[src/rtl/pcb_pkg.sv]
package pcb_pkg;
   localparam int NCLS      = 3;
   localparam int CLS_TOK   = 0;
   localparam int CLS_DAT   = 1;
   localparam int CLS_HS    = 2;
   localparam logic BANK_TOKEN = 1'b0;
   localparam logic BANK_DATA  = 1'b1;
   typedef logic [NCLS-1:0] cls_vec_t;
endpackage

[src/rtl/pcb_capture.sv]
module pcb_capture #(
   parameter int ID_W = 2
) (
   input  logic            clk,
   input  logic            rst,
   input  logic            rx_bit,
   input  logic            bit_valid,
   input  logic            pkt_start,
   output logic [ID_W-1:0] hold,
   output logic            cap_done
);
   localparam int IW = (ID_W > 1) ? $clog2(ID_W) : 1;
   localparam logic [IW-1:0] LAST = IW'(ID_W - 1);

   if (ID_W < 2) begin : g_bad_width
      $error("pcb_capture: ID_W must be at least 2");
   end

   logic          armed;
   logic [IW-1:0] idx;
   logic [IW-1:0] pos;
   logic          take;

   assign take = bit_valid && (pkt_start || armed);
   assign pos  = pkt_start ? '0 : idx;

   always_ff @(posedge clk) begin
      if (rst) begin
         hold     <= '0;
         armed    <= 1'b0;
         idx      <= '0;
         cap_done <= 1'b0;
      end else begin
         cap_done <= take && (pos == LAST);
         if (take) begin
            hold[pos] <= rx_bit;
            if (pos == LAST) begin
               armed <= 1'b0;
               idx   <= '0;
            end else begin
               armed <= 1'b1;
               idx   <= IW'(pos + 1'b1);
            end
         end else if (pkt_start) begin
            armed <= 1'b1;
            idx   <= '0;
         end
      end
   end


   done_after_bit_chk: assert property (@(posedge clk) disable iff (rst)
      cap_done |-> $past(bit_valid));


   hold_quiet_chk: assert property (@(posedge clk) disable iff (rst)
      (!armed && !pkt_start) |=> $stable(hold));
endmodule

[src/rtl/pcb_classify.sv]
module pcb_classify
   import pcb_pkg::*;
#(
   parameter int              ID_W     = 2,
   parameter logic [ID_W-1:0] TOK_CODE = 2'b01,
   parameter logic [ID_W-1:0] DAT_CODE = 2'b11,
   parameter logic [ID_W-1:0] HS_CODE  = 2'b10
) (
   input  logic            clk,
   input  logic            rst,
   input  logic [ID_W-1:0] hold,
   input  logic            cap_done,
   output cls_vec_t        hit,
   output cls_vec_t        pulse,
   output logic            bank_sel,
   output logic            restart
);
   localparam logic [ID_W-1:0] CODE [NCLS] = '{TOK_CODE, DAT_CODE, HS_CODE};
   localparam logic            BANK [NCLS] = '{BANK_TOKEN, BANK_DATA, BANK_DATA};

   if (TOK_CODE == DAT_CODE || TOK_CODE == HS_CODE || DAT_CODE == HS_CODE) begin : g_bad_codes
      $error("pcb_classify: class codes must be distinct");
   end

   for (genvar gi = 0; gi < NCLS; gi++) begin : g_match
      assign hit[gi] = cap_done && (hold == CODE[gi]);
   end

   logic bank_n;
   always_comb begin
      bank_n = bank_sel;
      for (int i = 0; i < NCLS; i++) begin
         if (hit[i]) bank_n = BANK[i];
      end
   end

   always_ff @(posedge clk) begin
      if (rst) begin
         pulse    <= '0;
         bank_sel <= BANK_TOKEN;
         restart  <= 1'b0;
      end else begin
         pulse    <= hit;
         bank_sel <= bank_n;
         restart  <= |hit;
      end
   end


   no_hit_bank_hold_chk: assert property (@(posedge clk) disable iff (rst)
      (hit == '0) |=> $stable(bank_sel));
endmodule

[src/rtl/pcb_status.sv]
module pcb_status #(
   parameter int N        = 3,
   parameter bit SET_WINS = 1'b1
) (
   input  logic         clk,
   input  logic         rst,
   input  logic [N-1:0] set,
   input  logic         clr,
   output logic [N-1:0] stat
);
   if (N < 1) begin : g_bad_n
      $error("pcb_status: N must be positive");
   end

   for (genvar gi = 0; gi < N; gi++) begin : g_bit
      logic nxt;
      if (SET_WINS) begin : g_set_first
         assign nxt = set[gi] | (stat[gi] & ~clr);
      end else begin : g_clr_first
         assign nxt = (set[gi] | stat[gi]) & ~clr;
      end

      always_ff @(posedge clk) begin
         if (rst) stat[gi] <= 1'b0;
         else     stat[gi] <= nxt;
      end

      if (SET_WINS) begin : g_chk

         set_sticks_chk: assert property (@(posedge clk) disable iff (rst)
            set[gi] |=> stat[gi]);
      end
   end


   hold_without_event_chk: assert property (@(posedge clk) disable iff (rst)
      (!clr && set == '0) |=> $stable(stat));
endmodule

[src/rtl/pkt_class_buf.sv]
module pkt_class_buf
   import pcb_pkg::*;
#(
   parameter int                 ID_BITS  = 2,
   parameter logic [ID_BITS-1:0] TOK_CODE = 2'b01,
   parameter logic [ID_BITS-1:0] DAT_CODE = 2'b11,
   parameter logic [ID_BITS-1:0] HS_CODE  = 2'b10,
   parameter bit                 SET_WINS = 1'b1
) (
   input  logic       clk,
   input  logic       rst,
   input  logic       rx_bit,
   input  logic       bit_valid,
   input  logic       pkt_start,
   input  logic       stat_clr,
   output logic [2:0] rx_stat,
   output logic       bank_sel,
   output logic       tok_det,
   output logic       dat_det,
   output logic       hs_det,
   output logic       ptr_restart
);
   logic [ID_BITS-1:0] hold;
   logic               cap_done;
   cls_vec_t           hit;
   cls_vec_t           pulse;

   pcb_capture #(.ID_W(ID_BITS)) u_cap (
      .clk(clk), .rst(rst), .rx_bit(rx_bit), .bit_valid(bit_valid),
      .pkt_start(pkt_start), .hold(hold), .cap_done(cap_done)
   );

   pcb_classify #(
      .ID_W(ID_BITS), .TOK_CODE(TOK_CODE), .DAT_CODE(DAT_CODE), .HS_CODE(HS_CODE)
   ) u_cls (
      .clk(clk), .rst(rst), .hold(hold), .cap_done(cap_done), .hit(hit),
      .pulse(pulse), .bank_sel(bank_sel), .restart(ptr_restart)
   );

   pcb_status #(.N(NCLS), .SET_WINS(SET_WINS)) u_stat (
      .clk(clk), .rst(rst), .set(hit), .clr(stat_clr), .stat(rx_stat)
   );

   assign tok_det = pulse[CLS_TOK];
   assign dat_det = pulse[CLS_DAT];
   assign hs_det  = pulse[CLS_HS];


   restart_one_class_chk: assert property (@(posedge clk) disable iff (rst)
      ptr_restart |-> $onehot({hs_det, dat_det, tok_det}));


   token_bank_chk: assert property (@(posedge clk) disable iff (rst)
      tok_det |-> (bank_sel == BANK_TOKEN));


   hs_bank_chk: assert property (@(posedge clk) disable iff (rst)
      hs_det |-> (bank_sel == BANK_DATA));


   pulse_one_cycle_chk: assert property (@(posedge clk) disable iff (rst)
      (tok_det || dat_det || hs_det) |-> !$past(tok_det || dat_det || hs_det) || $past(cap_done));
endmodule

[config.mk]
export PLATFORM = sky130hd
export DESIGN_NAME = pkt_class_buf
export DESIGN_NICKNAME = d
export VERILOG_FILES = /design/src/rtl/pcb_pkg.sv /design/src/rtl/pcb_capture.sv /design/src/rtl/pcb_classify.sv /design/src/rtl/pcb_status.sv /design/src/rtl/pkt_class_buf.sv
export SDC_FILE = /design/constraint.sdc
export NUM_CORES = 1
export LEC_CHECK = 0
export CAP_MARGIN = 25
export CELL_PAD_IN_SITES_DETAIL_PLACEMENT = 0
export CELL_PAD_IN_SITES_GLOBAL_PLACEMENT = 1
export CORE_AREA = 2 2 39 41
export CTS_BUF_LIST = sky130_fd_sc_hd__clkbuf_4 sky130_fd_sc_hd__clkbuf_8
export CTS_CLUSTER_SIZE = 24
export DETAILED_ROUTE_END_ITERATION = 8
export DIE_AREA = 0 0 41 43
export DONT_BUFFER_PORTS = 1
export PLACE_DENSITY_LB_ADDON = 0.05
export SYNTH_ARGS = -nofsm -noshare
export SYNTH_HDL_FRONTEND = slang
export SYNTH_HIERARCHICAL = 1
export SYNTH_SLANG_ARGS = --single-unit
[constraint.sdc]
create_clock -name clk -period 1.35 [get_ports clk]
set_input_delay 0.2025 -clock clk [delete_from_list [all_inputs] [get_ports clk]]
set_output_delay 0.2025 -clock clk [all_outputs]
set_load 0.005 [all_outputs]
# Word-level counts from Yosys, hierarchy flattened
# Index checks and enable logic that the tools add are counted.
[word_totals] register_bits=13 out_inout_bits=8 word_cells=45
[op_classes] n_addsub=1 n_lt_le_gt_ge=2 eq_ne=3 muxes=12 bitwise=7 n_reduce_logical=10
[op_table] cell="$mux W1" count=10
[op_table] cell="$logic_and A1 B1 Y1" count=6
[op_table] cell="$eq A2 B2 Y1 const B" count=2
[op_table] cell="$and A1 B1 Y1" count=3
[op_table] cell="$or A1 B1 Y1" count=3
[op_table] cell="$reduce_bool A3 Y1" count=1
[op_table] cell="$reduce_or A3 Y1" count=1
[op_table] cell="$bwmux W2" count=1
[op_table] cell="$eq A2 B1 Y1 const B" count=1
[op_table] cell="$lt A1 B2 Y1 const B" count=1
[op_table] cell="$reduce_bool A2 Y1" count=1
[op_table] cell="$add A1 B1 Y1 const B" count=1
[op_table] cell="$demux W1 S1" count=1
[op_table] cell="$ge A1 B1 Y1 const B" count=1
[op_table] cell="$logic_or A1 B1 Y1" count=1
[op_table] cell="$not A1 Y1" count=1

# Depth between registers and ports, before layout
# Gate-level depths: netlist of run 1.
[depth] depth_word=6 mapped_depth=5 depth_no_buf=5

# Modules after synthesis
# Netlist of run 1, hierarchy kept.
[modules_own_cells] module="pcb_capture" n_inst=1 cells_each=20 area_per_inst_um2=212.7 seq_area_each_um2=100.1
[modules_own_cells] module="pcb_classify" n_inst=1 cells_each=16 area_per_inst_um2=181.4 seq_area_each_um2=100.1
[modules_own_cells] module="pcb_status" n_inst=1 cells_each=12 area_per_inst_um2=105.1 seq_area_each_um2=60.1

# Least setup slack after synthesis of run 1
# Ideal clock, no wire load.
[synth_path] path_type="register to register" start="register u_cap.armed" end="register u_cap.hold[1]" setup_time_ps=114 arrival_time_ps=935 setup_slack_ps=300 path_stages_with_launch=6 path_buffers=0 cell_sequence="dfxtp_1 nor2_1 nor2b_1 ha_1 mux2i_1 nor2_1"
[synth_between] elab_chain_cells=2
[synth_lines] item="start: declaration" line="pcb_capture.sv:19" text="logic armed;"
[synth_lines] item="start signal: assignment" line="pcb_capture.sv:30" text="armed <= 1'b0;"
[synth_lines] item="start signal: assignment" line="pcb_capture.sv:38" text="armed <= 1'b0;"
[synth_lines] item="start signal: assignment" line="pcb_capture.sv:41" text="armed <= 1'b1;"
[synth_lines] item="$logic_or A1 B1 Y1" line="pcb_capture.sv:24" text="assign take = bit_valid && (pkt_start || armed);"
[synth_lines] item="$logic_and A1 B1 Y1" line="pcb_capture.sv:24"
[synth_lines] item="end signal: indexed assignment" line="pcb_capture.sv:36" text="hold[pos] <= rx_bit;"
[synth_lines] item="end: declaration" line="pcb_capture.sv:9" text="output logic [ID_W-1:0] hold,"
# Every way passes these cells.
# A chain may end at the register's enable or synchronous reset.

# Worst setup path after layout of run 1
# Ends and elaborated chain as after synthesis.

==> impl_metrics.json, run 1 <==
{
  "max_stage_delay_ps": 310,
  "crit_fanout": 3,
  "hold_start": "rx_bit",
  "start_util_pct": 36.1,
  "setup_viol": 0,
  "slew_headroom_pct": 69.2,
  "arrival_ps": 1290,
  "synth_area_um2": 499,
  "layout-drive-gt1-share_pct": 17.0,
  "detail-route-antenna-nets": 0,
  "syn_nets": 57,
  "synthDistinctLibCells": 18,
  "post-cts-setup-buffers": 0,
  "yosysTopAreaCell": "dfxtp_1",
  "finalCoreUtilization_pct": 40.2,
  "cp-end-kind": "flop",
  "timing.fmax_mhz": 883,
  "critPathKind": "flop to flop",
  "tightest_slew_ps": 461,
  "syn_avg_cell_area_um2": 10.4,
  "ir_drop_mv": 0.378,
  "synth_ff_type": "dfxtp_1",
  "grt_usage_pct": 12.1,
  "crit_buf_inv": 0,
  "synth-warning-count": 6,
  "clk_pin_slew_ps": 90,
  "antenna_found_initial": 0,
  "fin_setup_tns_ps": 0,
  "areaGrowthSynthToFinish_pct": 11.5,
  "status": "finished, final reports clean",
  "whs_path_depth": 2,
  "clk_latency_ps": 270,
  "drt_iter0_markers": 3,
  "cpMostUsedCell": "nor2_1",
  "total_leakage_power_nw": 0.221,
  "cts_buffer_depth": 2,
  "io_buffers": 0,
  "drc": 0,
  "cts_root_buffer": "clkbuf_4",
  "worst_slack_ps": 217,
  "synth_fa_ha_area_share_pct": 7.52,
  "rsz0062_at_grt": "no",
  "ys_ff_latch": 13,
  "startpoint_type": "flop",
  "post-route-period-util_pct": 83.9,
  "crit_slowest_cell": "dfxtp_1",
  "drt-vias-per-instance": 4.83,
  "cp_cell_sequence": "nor2_1 > nor2b_1 > ha_1 > mux2i_1 > nor2_1",
  "coreArea_mm2": 0.00138,
  "grt_pass1_wl_mm": 1.41,
  "nFillCells": 142,
  "synth-xor-area-share_pct": 0,
  "cts_tree": "built",
  "wl_um": 809,
  "min_to": "u_cap/hold[0]",
  "period_needed_ps": 1130,
  "synth_common_cells": "13 x dfxtp_1, 6 x nor2_1, 4 x a21oi_1, 4 x inv_1, 4 x nand2b_1",
  "num_vias": 333,
  "cts.sinks": 13,
  "die_height_um": 43,
  "place_congestion": 0.589,
  "power.density_mw_per_mm2": 1190,
  "reg2reg_from": "u_cap/armed",
  "r2r_cells": 5,
  "grt-ovfl-total": 0,
  "synthCells": 48,
  "cap_violations": 0,
  "grt_pass1_vias": 356,
  "dieArea_mm2": 0.00176,
  "synth_top_area_share_pct": 52.1,
  "synth_edf_count": 0,
  "synth-compound-area-share_pct": 7.52,
  "muxShareOfSynthArea_pct": 4.01,
  "synthSimpleGateAreaFrac_pct": 25.8,
  "slew_violations": 0,
  "final.setup_skew_ps": 7.45,
  "rows": 14,
  "synth_area_leaders": "dfxtp_1 52%, ha_1 7.5%, nand2b_1 5.0%",
  "dr.pass1.iters": 2,
  "holdCritPathClass": "input port to flop",
  "dieWidth_um": 41,
  "hold_viol_final": 0,
  "numCtsBuffers": 3,
  "grt_max_degree": 13,
  "antenna_cells": 0,
  "r2r-end": "u_cap/hold[1]",
  "yosysSeqAreaShare_pct": 52.1,
  "crit_family": "simple AND/OR/NAND/NOR gates",
  "rrSetupSlack_ps": 220,
  "ios": 14,
  "worstPathRequired_ps": 1500,
  "hold-worst-slack_ps": 78.1,
  "async_flop_share_pct": 0,
  "htreeDepth": 1,
  "yosysMostFrequentCell": "dfxtp_1",
  "drt-wirelength-per-cell_um": 11.7,
  "layout.nets": 63,
  "synth_top_family_by_area": "simple AND/OR/NAND/NOR gates",
  "pre_cts_slack_ps": 232
}
placed cells by master (no fill, tap or decap):
master,instances
inv_1,4
o21a_1,1
and3_2,1
dfxtp_1,13
clkbuf_4,3
nor2_1,6
mux2i_1,2
and3b_2,1
nand2_1,1
nor3b_2,1
ha_1,3
clkinv_2,1
nor3_1,1
nor2b_1,2
nand2b_1,4
and4bb_2,1
dlygate4sd3_1,1
nor3_2,1
a21oi_1,4
a21bo_1,1
nor3b_1,1
worst register-to-register path: cells and delay by family, from the launching register on:
family	cells	cell delay, ps
multiplexers	1	180
adder cells (fa/ha/maj)	1	210
AND/OR/NAND/NOR	3	320
flip-flops	1	310
flip-flops by register name (all words and copies together) (netlist names):
name and flops:
u_cls/pulse 3, u_stat/stat 3, u_cap/hold 2, u_cap/armed 1, u_cap/cap_done 1, u_cap/idx 1
u_cls/bank_sel 1, u_cls/restart 1
power by group:
part | switching [mW] | internal, mW | total, mW
clock | 0.125 | 0.110 | 0.235
combinational | 0.0161 | 0.0154 | 0.0315
sequential | 0.00594 | 0.391 | 0.397
total | 0.148 | 0.515 | 0.663
routing by layer:
layer | GRT usage, % | part of all wire, % | vias to the layer above
met5 | 0 | 0 | -
met4 | 8.00 | 0 | 0
met1 | 14.4 | 41 | 152
met3 | 4.19 | 11 | 0
met2 | 17.5 | 48 | 14
li1 | - | - | 167
worst max path at each step:
stage                            from            end  slack [ps]  depth (start not counted)
after floorplan           u_cap/armed  u_cap/hold[1]         300                          5
after global placement    u_cap/armed  u_cap/hold[1]         250                          5
after detailed placement  u_cap/armed  u_cap/hold[0]         230                          5
after CTS                 u_cap/armed  u_cap/hold[0]         200                          5
after global routing      u_cap/armed  u_cap/hold[0]          70                          5
final                     u_cap/armed  u_cap/hold[1]         220                          5
logic make-up (layout without fill, tap and decap cells):
group           count (synthesis)  in the layout
fa+ha+maj                       3              3
flops                          13             13
compound gates                  6              6
buf+inv                         4              9
simple gates                   20             20
mux                             2              2
repair_timing:
action / CTS / global route
gates resized for setup: 0 / 0
hold endpoints to repair: 12 / 0
hold buffers: 1 / 0
stage by stage:
step | instances | cell area [um2] | total power, mW
after floorplan | 48 | 499 | 0.425
after global placement | 64 | 519 | 0.429
after detailed placement | 64 | 519 | 0.430
after CTS | 69 | 557 | 0.673
after global routing | 69 | 557 | 0.709
final | 69 | 557 | 0.663
layout make-up:
type / instances / area [um2] / area share, %
Inverter: 4 / 15.0 / 2.70
Tap cell: 16 / 20.0 / 3.60
Clock buffer: 3 / 22.5 / 4.04
Timing Repair Buffer: 1 / 10.0 / 1.80
Clock inverter: 1 / 5.00 / 0.899
Sequential cell: 13 / 260 / 46.7
Multi-Input combinational cell: 31 / 224 / 40.2
Power figures use the tool's default switching activity.
==> run 2, diff against run 1 <==
==> constraint.sdc (replaced) <==
create_clock -name clk -period 1 [get_ports clk]
set_input_delay 0.15 -clock clk [delete_from_list [all_inputs] [get_ports clk]]
set_output_delay 0.15 -clock clk [all_outputs]
set_load 0.005 [all_outputs]
==> run 2 against run 1 <==
First-iteration DRC count increased by 130%; critical path depth did not move; die area unchanged; final cell count stayed put; the run now ends with hold timing, setup timing left; register-to-register slack lost 260 ps; sequential power grew 36%; largest power group unchanged; clock skew down 1.0 ps; largest cell class is now multi-input gates; cell area grew 7.4%.
==> impl_metrics.json, run 2 (synthesized netlist as in run 1, its figures left out) <==
{
  "status": "finished with violations",
  "violations": "hold timing, setup timing",
  "cts_root_buffer": "clkbuf_4",
  "grt-ovfl-total": 0,
  "antenna_found_initial": 0,
  "final.setup_skew_ps": 6.42,
  "rows": 14,
  "reg_top3": "u_cls/pulse (3), u_stat/stat (3), u_cap/hold (2)",
  "startpoint_type": "flop",
  "reg2reg_from": "u_cap/armed",
  "timing.fmax_mhz": 962,
  "cp-end-kind": "flop",
  "cts_buffer_depth": 2,
  "whs_path_depth": 1,
  "numCtsBuffers": 3,
  "drt-vias-per-instance": 4.77,
  "period_needed_ps": 1040,
  "cts_tree": "built",
  "hold_start": "rst",
  "drt-wirelength-per-cell_um": 11.4,
  "hold_viol_final": 12,
  "grt_max_degree": 14,
  "fin_total_pwr_mw": 0.935,
  "drt_iter0_markers": 7,
  "grt_usage_pct": 10.3,
  "io_buffers": 0,
  "slew_violations": 0,
  "clk_pin_slew_ps": 80,
  "r2r-end": "u_cap/hold[1]",
  "grt_pass1_vias": 296,
  "cts.sinks": 13,
  "die_height_um": 43,
  "worst_slack_ps": -39.5,
  "slew_headroom_pct": 83.2,
  "num_vias": 329,
  "finish.instance_area_um2": 598,
  "wl_um": 785,
  "ios": 14,
  "placed_area_um2": 536,
  "cp_cell_sequence": "nor2_4 > nor2b_4 > ha_4 > mux2i_1 > nor2_1",
  "place_congestion": 0.586,
  "crit_slowest_cell": "dfxtp_2",
  "worstPathRequired_ps": 1180,
  "start_util_pct": 36.1,
  "antenna_cells": 0,
  "r2r_cells": 5,
  "setup_viol": 2,
  "dieWidth_um": 41,
  "critPathKind": "flop to flop",
  "holdCritPathClass": "input port to flop",
  "tightest_slew_ps": 252,
  "layout-drive-gt1-share_pct": 30.2,
  "htreeDepth": 1,
  "power.density_mw_per_mm2": 1560,
  "dr.pass1.iters": 2,
  "detail-route-antenna-nets": 0,
  "crit_fanout": 3,
  "clk_latency_ps": 270,
  "areaGrowthSynthToFinish_pct": 19.8,
  "dieArea_mm2": 0.00176,
  "rsz0062_at_grt": "yes",
  "dp_hpwl_um": 567,
  "ir_drop_mv": 0.948,
  "arrival_ps": 1220,
  "hold-worst-slack_ps": -76.5,
  "final_common_cell": "dfxtp_1",
  "min_to": "u_cap/armed",
  "rrSetupSlack_ps": -40,
  "total_leakage_power_nw": 0.226,
  "layout.nets": 63,
  "layout_common_cells": "12 x dfxtp_1, 5 x nor2_1, 4 x clkbuf_4, 4 x nand2b_1, 4 x a21oi_1",
  "coreArea_mm2": 0.00138,
  "drc": 0,
  "cap_violations": 0,
  "post-route-period-util_pct": 104,
  "max_stage_delay_ps": 350,
  "grt_pass1_wl_mm": 1.14
}
[run 2: power breakdown]
group	internal [mW]	switching (mW)	total [mW]
Clock	0.182	0.164	0.346
Combinational	0.0295	0.0217	0.0512
Sequential	0.528	0.0103	0.538
[run 2: metal layers]
| metal | GRT usage [%] | vias to the layer above | part of all wire [%] |
|---|---|---|---|
| li1 | - | 168 | - |
| met1 | 11.9 | 147 | 45 |
| met5 | 0 | - | 0 |
| met4 | 4.00 | 0 | 0 |
| met3 | 9.42 | 0 | 11 |
| met2 | 13.1 | 14 | 44 |
[run 2: area by class of cell]
cell class | instances | area (um2)
fill | 135 | 786
multi-input combinational | 31 | 264
inverter | 4 | 15.0
sequential | 13 | 262
tap | 16 | 20.0
clock buffer | 4 | 30.0
timing repair buffer | 1 | 7.51
[run 2: how the worst max path moves through the flow]
stage                           start  slack, ps  cells after the start            end
after floorplan           u_cap/armed          6                      5  u_cap/hold[1]
after global placement    u_cap/armed        -20                      5  u_cap/hold[1]
after detailed placement  u_cap/armed        -60                      5  u_cap/hold[1]
after CTS                 u_cap/armed        -50                      5  u_cap/hold[1]
after global routing      u_cap/armed       -100                      5  u_cap/hold[1]
final                     u_cap/armed        -40                      5  u_cap/hold[1]
[run 2: worst max-delay path: cells and delay by family, from the launching register on]
| kind | cells | cell delay (ps) |
|---|---|---|
| fa+ha+maj | 1 | 160 |
| flops | 1 | 350 |
| mux | 1 | 170 |
| simple gates | 3 | 260 |
[run 2: timing repair]
action	in CTS	in global routing
hold endpoints to repair	12	12
gates cloned	0	0
setup buffers	0	0
gates resized for setup	2	4
endpoints found under the setup margin	2	2
pin swaps	2	3
[run 2: metrics by stage]
| stage | instances | setup slack [ps] | utilization (%) | TNS [ps] |
|---|---|---|---|---|
| finish | 69 | -39.5 | 43.2 | -77.4 |
| CTS | 69 | -46.1 | 41.6 | -74.8 |
| global placement | 65 | -17.9 | 38.7 | -26.5 |
| floorplan | 48 | 6.12 | - | 0 |
| detailed placement | 65 | -62.9 | 38.7 | -109 |
| global route | 69 | -95.4 | 43.2 | -211 |
==> run 3, diff against run 2 <==
--- a/config.mk
+++ b/config.mk
@@ -15,7 +15,7 @@
 export DIE_AREA = 0 0 41 43
 export DONT_BUFFER_PORTS = 1
 export PLACE_DENSITY_LB_ADDON = 0.05
+export SETUP_SLACK_MARGIN = 0.4
 export SYNTH_ARGS = -nofsm -noshare
 export SYNTH_HDL_FRONTEND = slang
-export SYNTH_HIERARCHICAL = 1
 export SYNTH_SLANG_ARGS = --single-unit
==> run 3 against run 2 <==
The flow still finishes with violations (hold timing, setup timing); register-to-register slack barely moved; utilization fell by 1.3 points; routed wire length rose by 0.51%; cell area fell by 2.9%; worst setup slack improved by 15 ps; sequential share of layout area rose by 4.1 points; total power fell by 2.9%; non-clock buffer count did not move; sequential cell count did not move; combinational power fell by 19%; sequential power barely moved; via count fell by 3.6%; critical path type unchanged.
==> impl_metrics.json, run 3 <==
{
  "cts.sinks": 13,
  "tightest_slew_ps": 167,
  "place_congestion": 0.603,
  "grtUsageMet3_pct": 5.76,
  "nFillCells": 139,
  "grt_use_met2_pct": 15.0,
  "grt-busiest-layer": "met2",
  "die_height_um": 43,
  "internal_power_mw": 0.731,
  "grt_pass1_vias": 310,
  "comb_power_share_pct": 4.6,
  "holdCritPathClass": "input port to flop",
  "antenna_found_initial": 0,
  "synthCells": 46,
  "crit_slowest_cell": "dfxtp_2",
  "dp_hpwl_um": 553,
  "hold-worst-slack_ps": -58.5,
  "r2r-end": "u_cap.armed",
  "grt-ovfl-total": 0,
  "yosysSeqAreaShare_pct": 54.2,
  "cts_tree": "built",
  "pre_cts_slack_ps": -129,
  "post-route-period-util_pct": 102,
  "rsz0062_at_grt": "yes",
  "timing.fmax_mhz": 976,
  "coreArea_mm2": 0.00138,
  "whs_path_depth": 1,
  "reg_top3": "u_cls.pulse (3), u_stat.stat (3), u_cap.hold (2)",
  "min_to": "u_stat.stat[1]",
  "synth_area_leaders": "dfxtp_1 54%, ha_1 7.8%, mux2i_1 4.2%",
  "areaGrowthSynthToFinish_pct": 20.8,
  "setup_viol": 3,
  "synth_area_um2": 480,
  "p_switching_mw": 0.177,
  "synth-warning-count": 0,
  "async_flop_share_pct": 0,
  "critPathKind": "flop to flop",
  "antenna_cells": 0,
  "syn_avg_cell_area_um2": 10.4,
  "max_stage_delay_ps": 330,
  "wl_um": 789,
  "crit_buf_inv": 0,
  "cts_root_buffer": "clkbuf_4",
  "drt_iter0_markers": 1,
  "rrSetupSlack_ps": -20,
  "period_needed_ps": 1020,
  "dieWidth_um": 41,
  "clock_power_share_pct": 36.2,
  "clk_latency_ps": 260,
  "start_util_pct": 34.7,
  "cts_buffer_depth": 2,
  "final.setup_skew_ps": 2.06,
  "layout-drive-gt1-share_pct": 51.0,
  "synth_edf_count": 0,
  "r2r_cells": 5,
  "worst_slack_ps": -24.6,
  "ys_ff_latch": 13,
  "final_common_cell": "dfxtp_2",
  "grt_max_degree": 16,
  "seq_power_share_pct": 59.2,
  "startpoint_type": "flop",
  "total_leakage_power_nw": 0.218,
  "cap_violations": 0,
  "syn_nets": 55,
  "htreeDepth": 1,
  "hold_viol_final": 13,
  "cp-end-kind": "flop",
  "synth_common_cells": "13 x dfxtp_1, 5 x nor2_1, 3 x ha_1, 3 x nor3_1",
  "cp_cell_sequence": "nor2_4 > nor2b_4 > ha_1 > o21a_1 > nor3_2",
  "arrival_ps": 1210,
  "slew_violations": 0,
  "synthDistinctLibCells": 19,
  "dieArea_mm2": 0.00176,
  "synth_ff_type": "dfxtp_1",
  "num_vias": 317,
  "reg2reg_from": "u_cap.armed",
  "synth_top_area_share_pct": 54.2,
  "drt-vias-per-instance": 4.88,
  "detail-route-antenna-nets": 0,
  "io_buffers": 0,
  "layout.nets": 59,
  "yosysTopAreaCell": "dfxtp_1",
  "status": "finished with violations",
  "crit_fanout": 3,
  "hold_start": "rst",
  "numCtsBuffers": 3,
  "crit_family": "flip-flops",
  "p_sw_share_pct": 19.5,
  "clk_pin_slew_ps": 70,
  "worstPathRequired_ps": 1190,
  "drc": 0,
  "violations": "hold timing, setup timing",
  "ir_drop_mv": 0.474,
  "power.density_mw_per_mm2": 1560,
  "layout_common_cells": "11 x dfxtp_2, 4 x nor2_1, 4 x clkbuf_4",
  "grt_pass1_wl_mm": 1.24,
  "dr.pass1.iters": 2,
  "yosysMostFrequentCell": "dfxtp_1",
  "rows": 14,
  "use_met1_pct": 12.7,
  "drt-wirelength-per-cell_um": 12.1,
  "grt_usage_pct": 10.8,
  "slew_headroom_pct": 88.7,
  "ios": 14
}
## run 3: cell families after synthesis
| group | after synthesis | synth area share, % |
|---|---|---|
| compound gates | 6 | 8.85 |
| fa+ha+maj | 3 | 7.81 |
| buf+inv | 3 | 2.86 |
| flops | 13 | 54.2 |
| mux | 2 | 4.17 |
| simple gates | 19 | 22.1 |
## run 3: worst max-delay path by stage
stage / endpoint / cells past startpoint / slack, ps / from
final: u_cap.armed / 5 / -20 / u_cap.armed
after global routing: u_cap.hold[1] / 5 / -110 / u_cap.armed
after CTS: u_cap.hold[1] / 5 / -30 / u_cap.armed
after detailed placement: u_cap.hold[1] / 5 / -130 / u_cap.armed
after global placement: u_cap.hold[1] / 5 / -90 / u_cap.armed
after floorplan: u_cap.hold[1] / 5 / -40 / u_cap.armed
## run 3: repair_timing
action / in CTS / in global routing
endpoints found under the setup margin: 21 / 21
setup buffers: 0 / 1
endpoints found under the hold margin: 13 / 13
gates resized for setup: 14 / 4
pin swaps: 2 / 0
## run 3: power groups by stage
stage	Combinational [mW]	Clock (mW)	Sequential, mW
detailed placement	0.0294	0	0.549
finish	0.0416	0.329	0.538
global placement	0.0277	0	0.549
global route	0.0474	0.380	0.540
CTS	0.0357	0.348	0.539
floorplan	0.0402	0	0.543
## run 3: layout make-up
type | instances | area (um2) | area share (%)
Sequential cell | 13 | 278 | 47.8
Multi-Input combinational cell | 30 | 241 | 41.6
Clock buffer | 4 | 30.0 | 5.17
Tap cell | 16 | 20.0 | 3.45
Timing Repair Buffer | 1 | 7.51 | 1.29
Inverter | 1 | 3.75 | 0.647
## run 3: metrics by stage
stage	power (mW)	util (%)	setup TNS (ps)	area [um2]	cells
detailed placement	0.578	36.2	-310	500	60
finish	0.908	42.0	-54.4	581	65
CTS	0.923	40.4	-84.4	559	64
floorplan	0.583	-	-70.9	499	46
global placement	0.577	36.2	-165	500	60
global route	0.968	42.0	-299	581	65
## run 3: routing by layer
metal  vias to the layer above  part of all wire [%]
met1                       143                    41
li1                        160                     -
met5                         -                     0
met4                         0                     0
met2                        14                    47
met3                         0                    11
